==> config.mk <==
export PLATFORM = sky130hd
export DESIGN_NAME = rdseq_read_seq
export DESIGN_NICKNAME = d
export VERILOG_FILES = /design/src/rtl/rdseq_pkg.sv /design/src/rtl/rdseq_hold_arb.sv /design/src/rtl/rdseq_fsm.sv /design/src/rtl/rdseq_drive.sv /design/src/rtl/rdseq_read_seq.sv
export SDC_FILE = /design/constraint.sdc
export NUM_CORES = 1
export LEC_CHECK = 0
export BUFFER_PORTS_ARGS = -buffer_cell sky130_fd_sc_hd__buf_2
export CORE_AREA = 10 10 47 49
export CTS_CLUSTER_DIAMETER = 40
export DETAILED_ROUTE_END_ITERATION = 8
export DIE_AREA = 0 0 57 59
export SLEW_MARGIN = 20
export SYNTH_ARGS = -nofsm -noshare
export SYNTH_HDL_FRONTEND = slang
export SYNTH_HIERARCHICAL = 1
export SYNTH_SLANG_ARGS = --single-unit
==> constraint.sdc <==
create_clock -name clk -period 4.6 [get_ports clk]
set_clock_uncertainty 0.15 [all_clocks]
set_input_delay 0.69 -clock clk [delete_from_list [all_inputs] [get_ports clk]]
set_output_delay 0.69 -clock clk [all_outputs]
set_load 0.1 [all_outputs]
==> src/rtl/rdseq_pkg.sv <==
package rdseq_pkg;

    typedef enum logic [2:0] {
        ST_IDLE = 3'd0,
        ST_T1   = 3'd1,
        ST_T2   = 3'd2,
        ST_T3   = 3'd3,
        ST_TW   = 3'd4,
        ST_T4   = 3'd5,
        ST_HOLD = 3'd6,
        ST_GAP  = 3'd7
    } tstate_e;

    typedef struct packed {
        logic float_en;
        logic io;
        logic hlda;
        logic oe;
    } drv_regs_t;

endpackage

==> src/rtl/rdseq_hold_arb.sv <==
module rdseq_hold_arb
    import rdseq_pkg::*;
(
    input  tstate_e state_q,
    input  logic    gap_done,
    input  logic    hold_req,
    input  logic    rd_req,
    output logic    grant_hold,
    output logic    start_read
);

    logic at_boundary;

    always_comb begin
        at_boundary = (state_q == ST_IDLE) || (state_q == ST_T4) ||
                      ((state_q == ST_GAP) && gap_done);
        grant_hold  = at_boundary && hold_req;
        start_read  = at_boundary && !hold_req && rd_req;
    end

endmodule

==> src/rtl/rdseq_fsm.sv <==
module rdseq_fsm
    import rdseq_pkg::*;
#(
    parameter int unsigned HOLD_GAP = 1
) (
    input  logic    clk,
    input  logic    rst_n,
    input  logic    rdy,
    input  logic    hold_req,
    input  logic    grant_hold,
    input  logic    start_read,
    output tstate_e state_q,
    output tstate_e state_d,
    output logic    gap_done
);

    localparam int unsigned GW = (HOLD_GAP > 1) ? $clog2(HOLD_GAP) : 1;
    localparam logic [GW-1:0] GAP_LOAD = GW'(HOLD_GAP - 1);

    typedef struct packed {
        tstate_e       state;
        logic [GW-1:0] gap_cnt;
    } fsm_regs_t;

    fsm_regs_t r_d, r_q;

    assign state_q  = r_q.state;
    assign state_d  = r_d.state;
    assign gap_done = (r_q.gap_cnt == '0);

    always_comb begin
        r_d = r_q;
        unique case (r_q.state)
            ST_IDLE, ST_T4: begin
                if (grant_hold)      r_d.state = ST_HOLD;
                else if (start_read) r_d.state = ST_T1;
                else                 r_d.state = ST_IDLE;
            end
            ST_GAP: begin
                if (!gap_done)       r_d.gap_cnt = r_q.gap_cnt - 1'b1;
                else if (grant_hold) r_d.state   = ST_HOLD;
                else if (start_read) r_d.state   = ST_T1;
                else                 r_d.state   = ST_IDLE;
            end
            ST_T1: r_d.state = ST_T2;
            ST_T2: r_d.state = ST_T3;
            ST_T3, ST_TW: r_d.state = rdy ? ST_T4 : ST_TW;
            ST_HOLD: begin
                if (!hold_req) begin
                    r_d.state   = ST_GAP;
                    r_d.gap_cnt = GAP_LOAD;
                end
            end
            default: r_d.state = ST_IDLE;
        endcase
    end

    always_ff @(posedge clk or negedge rst_n) begin
        if (!rst_n) begin
            r_q.state   <= ST_IDLE;
            r_q.gap_cnt <= '0;
        end else begin
            r_q <= r_d;
        end
    end

endmodule

==> src/rtl/rdseq_drive.sv <==
module rdseq_drive
    import rdseq_pkg::*;
(
    input  logic    clk,
    input  logic    rst_n,
    input  tstate_e state_q,
    input  tstate_e state_d,
    input  logic    rd_io,
    output logic    rd_n,
    output logic    io,
    output logic    float_en,
    output logic    hlda,
    output logic    oe
);

    drv_regs_t d_d, d_q;
    logic      strobe_phase;

    always_comb begin
        d_d          = d_q;
        d_d.float_en = (state_d == ST_T2) || (state_d == ST_T3) ||
                       (state_d == ST_TW) || (state_d == ST_T4);
        if (state_d == ST_T1) d_d.io = rd_io;
        d_d.hlda     = (state_d == ST_HOLD);
        d_d.oe       = (state_d != ST_HOLD);
    end

    always_ff @(posedge clk or negedge rst_n) begin
        if (!rst_n) begin
            d_q.float_en <= 1'b0;
            d_q.io       <= 1'b0;
            d_q.hlda     <= 1'b0;
            d_q.oe       <= 1'b1;
        end else begin
            d_q <= d_d;
        end
    end

    // strobe goes low only once the registered release indication is set
    always_comb begin
        strobe_phase = (state_q == ST_T2) || (state_q == ST_T3) ||
                       (state_q == ST_TW);
        rd_n         = !(d_q.float_en && strobe_phase);
    end

    assign io       = d_q.io;
    assign float_en = d_q.float_en;
    assign hlda     = d_q.hlda;
    assign oe       = d_q.oe;

endmodule

==> src/rtl/rdseq_read_seq.sv <==
module rdseq_read_seq
    import rdseq_pkg::*;
#(
    parameter int unsigned HOLD_GAP = 1
) (
    input  logic       clk,
    input  logic       rst_n,
    input  logic       rd_req_i,
    input  logic       rd_io_i,
    input  logic       rdy_i,
    input  logic       hold_req_i,
    output logic [2:0] tstate_o,
    output logic       rd_n_o,
    output logic       io_o,
    output logic       addr_float_o,
    output logic       strobe_oe_o,
    output logic       hlda_o
);

    tstate_e state_q, state_d;
    logic    gap_done, grant_hold, start_read;

    rdseq_hold_arb u_arb (
        .state_q    (state_q),
        .gap_done   (gap_done),
        .hold_req   (hold_req_i),
        .rd_req     (rd_req_i),
        .grant_hold (grant_hold),
        .start_read (start_read)
    );

    rdseq_fsm #(.HOLD_GAP(HOLD_GAP)) u_fsm (
        .clk        (clk),
        .rst_n      (rst_n),
        .rdy        (rdy_i),
        .hold_req   (hold_req_i),
        .grant_hold (grant_hold),
        .start_read (start_read),
        .state_q    (state_q),
        .state_d    (state_d),
        .gap_done   (gap_done)
    );

    rdseq_drive u_drv (
        .clk      (clk),
        .rst_n    (rst_n),
        .state_q  (state_q),
        .state_d  (state_d),
        .rd_io    (rd_io_i),
        .rd_n     (rd_n_o),
        .io       (io_o),
        .float_en (addr_float_o),
        .hlda     (hlda_o),
        .oe       (strobe_oe_o)
    );

    assign tstate_o = state_q;

endmodule

==> key figures <==
Run status
  • Run status: finished, final reports clean

Routing
  • Wire length after detailed routing: ~860 µm
  • Count of nets left with antenna violations after detail routing: 0
  • WL per Instance: 12.1 µm
  • Number of vias after detailed routing: roughly 340
  • Count of unresolved DRC violations after routing: 0
  • DR iter-0 viols: 0
  • Average via count per standard cell: 4.80
  • Detailed-router iteration count before antenna repair: 1

Critical path
  • Crit path required time: around 4600 ps
  • Worst Path Max Fanout: 13
  • Register-to-register setup slack: ~2200 ps
  • Nature of the critical path startpoint: register
  • Worst R2R End: u_drv/io
  • Critical R2R Launch: u_fsm/state_q[2]
  • Crit path to: u_drv/io
  • Critical path startpoint: u_fsm/state_q[2]
  • Endpoint type of the worst setup path: register
  • Endpoint arrival time on the critical path: 2420 ps
  • Kind of critical path: register to register
  • Reg2reg path depth: 8

Placed design
  • Cell area reported after detailed placement: 480 µm²
  • Final HPWL DP: ~700 µm
  • Routability-driven placement congestion ratio: roughly 0.72
  • # port buffers: 13
  • Number of placed cells counting well taps: 67

Layout
  • Share of layout cells above drive strength 1: 0.455
  • Diode count: 0
  • Count of placed standard cells in the final layout, fillers left out: 71
  • Post-route design area: ~510 µm²
  • Area overhead of the layout relative to synthesis: 25.8%
  • Sequential cell area in the final layout: about 180 µm²
  • Commonest non-fill, non-tap cell in the layout: buf_2
  • Number of fillers in the final layout: 162
  • Total Nets Final: 62
  • Most used cells in the layout excluding fill and tap cells: 13 x buf_2, 6 x dfrtp_1, 3 x clkbuf_4, 3 x nand2_1, 3 x a21oi_1
  • Footprint of the multi-input gates: approximately 210 µm²

Timing
  • Final-report setup violation count: 0
  • Final critical-path required period: 2430 ps
  • Max frequency: slightly above 400 MHz
  • Final Hold Vio Count: 0
  • WHS: ~110 ps
  • Final cycle utilization of the critical path: 0.529
  • Final count of pins violating max slew: 0
  • Setup repair after global routing missed its margin: no
  • Setup TNS after final layout: 0 ps

Synth
  • Post-synthesis sequential area ratio: 0.438
  • Synth warn: 6
  • Net count of the mapped netlist: 45
  • Post-synth cell types: 28
  • Synthesized instance count: 39
  • Top cell type by total area after synthesis: dfrtp_1
  • Avg Cell Area, Syn: about 10 µm²
  • Combined area of all synthesized cells: between 400 and 500 µm²
  • Area fraction of the dominant cell type after synthesis: 0.373
  • Largest cells by area after synthesis: dfrtp_1 37%, dfstp_2 6.5%, nor3b_2 6.2%
  • Register bit count reported by yosys: 7

GRT
  • Largest net degree at the start of global routing: 14
  • Antenna violations before repair: 0
  • Global-route usage over all layers: 0.0565
  • Vias in the first global route: approximately 360
  • Total congestion overflow: 0
  • Global-route wire length before repair: 1.50 mm

Clock tree
  • Post CTS Setup Buffer Count: 0
  • CTS sink cnt: 7
  • CTS clock-pin slew for the worst setup and hold paths: ~50 ps
  • Count of instances resized after the clock tree is built: 0
  • Hold-fix buffers, CTS: 0
  • Root Buffer: clkbuf_4
  • TritonCTS clock tree: built
  • Maximum root-to-sink buffer count: 2
  • Insertion delay of the later-clocked pin in the worst-skew pair: ~250 ps
  • Cts bufs inserted: 3
  • H-tree depth: 1

Die
  • Initial Utilization: 0.287
  • Die Span Y: about 60 µm
  • Number of placement rows: 14
  • Overall die area: about 3400 µm²
  • Number of top-level pins: 14
  • Core region area: 1400 µm²
  • Die Span X: 57 µm

Job
  • Max-cap violations: 0

Hold path
  • Classification of the worst-slack hold path: primary input to asynchronous set/reset pin
-- how the worst min path moves through the flow --
stage,endpoint,slack [ps],start
2_1_floorplan,u_drv/float_en,240,rst_n
3_3_place_gp,u_drv/io,340,u_drv/io
3_5_place_dp,u_drv/io,340,u_drv/io
4_1_cts,u_drv/hlda,100,rst_n
5_1_grt,u_drv/float_en,100,rst_n
6_report,u_fsm/state_q[1],110,rst_n
-- kinds of logic after synthesis --
kind of cell    after synthesis  synth area share
simple gates                 17             0.311
flops                         7             0.438
xor+xnor                      1            0.0217
fa+ha+maj                     1            0.0279
other cells                   1           0.00931
buf+inv                       3            0.0373
compound gates                8             0.118
mux                           1            0.0373
-- worst max-delay path, cell delays in order, from the launching register on --
cell,delay [ps]
dfrtp_1,510
nor3_2,220
a31oi_1,80
nor2b_1,310
and4b_2,270
nor3_1,160
o21ai_1,140
nor3b_2,190
mux2_4,310
-- per-layer routing --
layer / wire [µm] / vias up / global-route usage
met2: 347 / 15 / 0.0837
met4: 29 / 0 / 0.0503
met5: 0 / - / 0
li1: - / 168 / -
met3: 83 / 3 / 0.0322
met1: 398 / 155 / 0.0556
-- per-stage QoR --
stage	util	worst slack (ps)
floorplan	-	425
global placement	0.343	2150
detailed placement	0.343	2130
CTS	0.362	2120
global route	0.362	1920
finish	0.362	2170
-- synthesized netlist by cell type --
cell and count:
o221ai_1 1, nor3b_2 2, o21ai_1 1, or2_2 1
nand2b_1 1, dfrtp_1 6, buf_4 1, o21a_1 1
maj3_2 1, inv_1 1, nor2b_1 2, a21oi_1 3
xor2_1 1, conb_1 1, mux2_4 1, and4bb_1 1
nor3b_1 1, nor2_1 1, a31oi_1 1, o21ai_0 1
nand3_1 1, nor3_1 1, dfstp_2 1, and4b_2 1
nor3_2 1, nor4b_1 1, inv_2 1, nand2_1 3
-- layout make-up --
cell class                 count  area share
clock buffer                   4      0.0519
sequential                     7       0.348
multi-input combinational     29       0.417
inverter                       2      0.0148
timing repair buffer          13       0.128
tap                           16      0.0395
-- registers in the layout, indices dropped and copies added, names as in the netlist --
signal          flops
u_drv/io            1
u_fsm/state_q       3
u_drv/oe            1
u_drv/float_en      1
u_drv/hlda          1
Power is left out: the tool's default activity adds up to more than one toggle a clock period on the data nets, which glitch-free logic cannot reach.
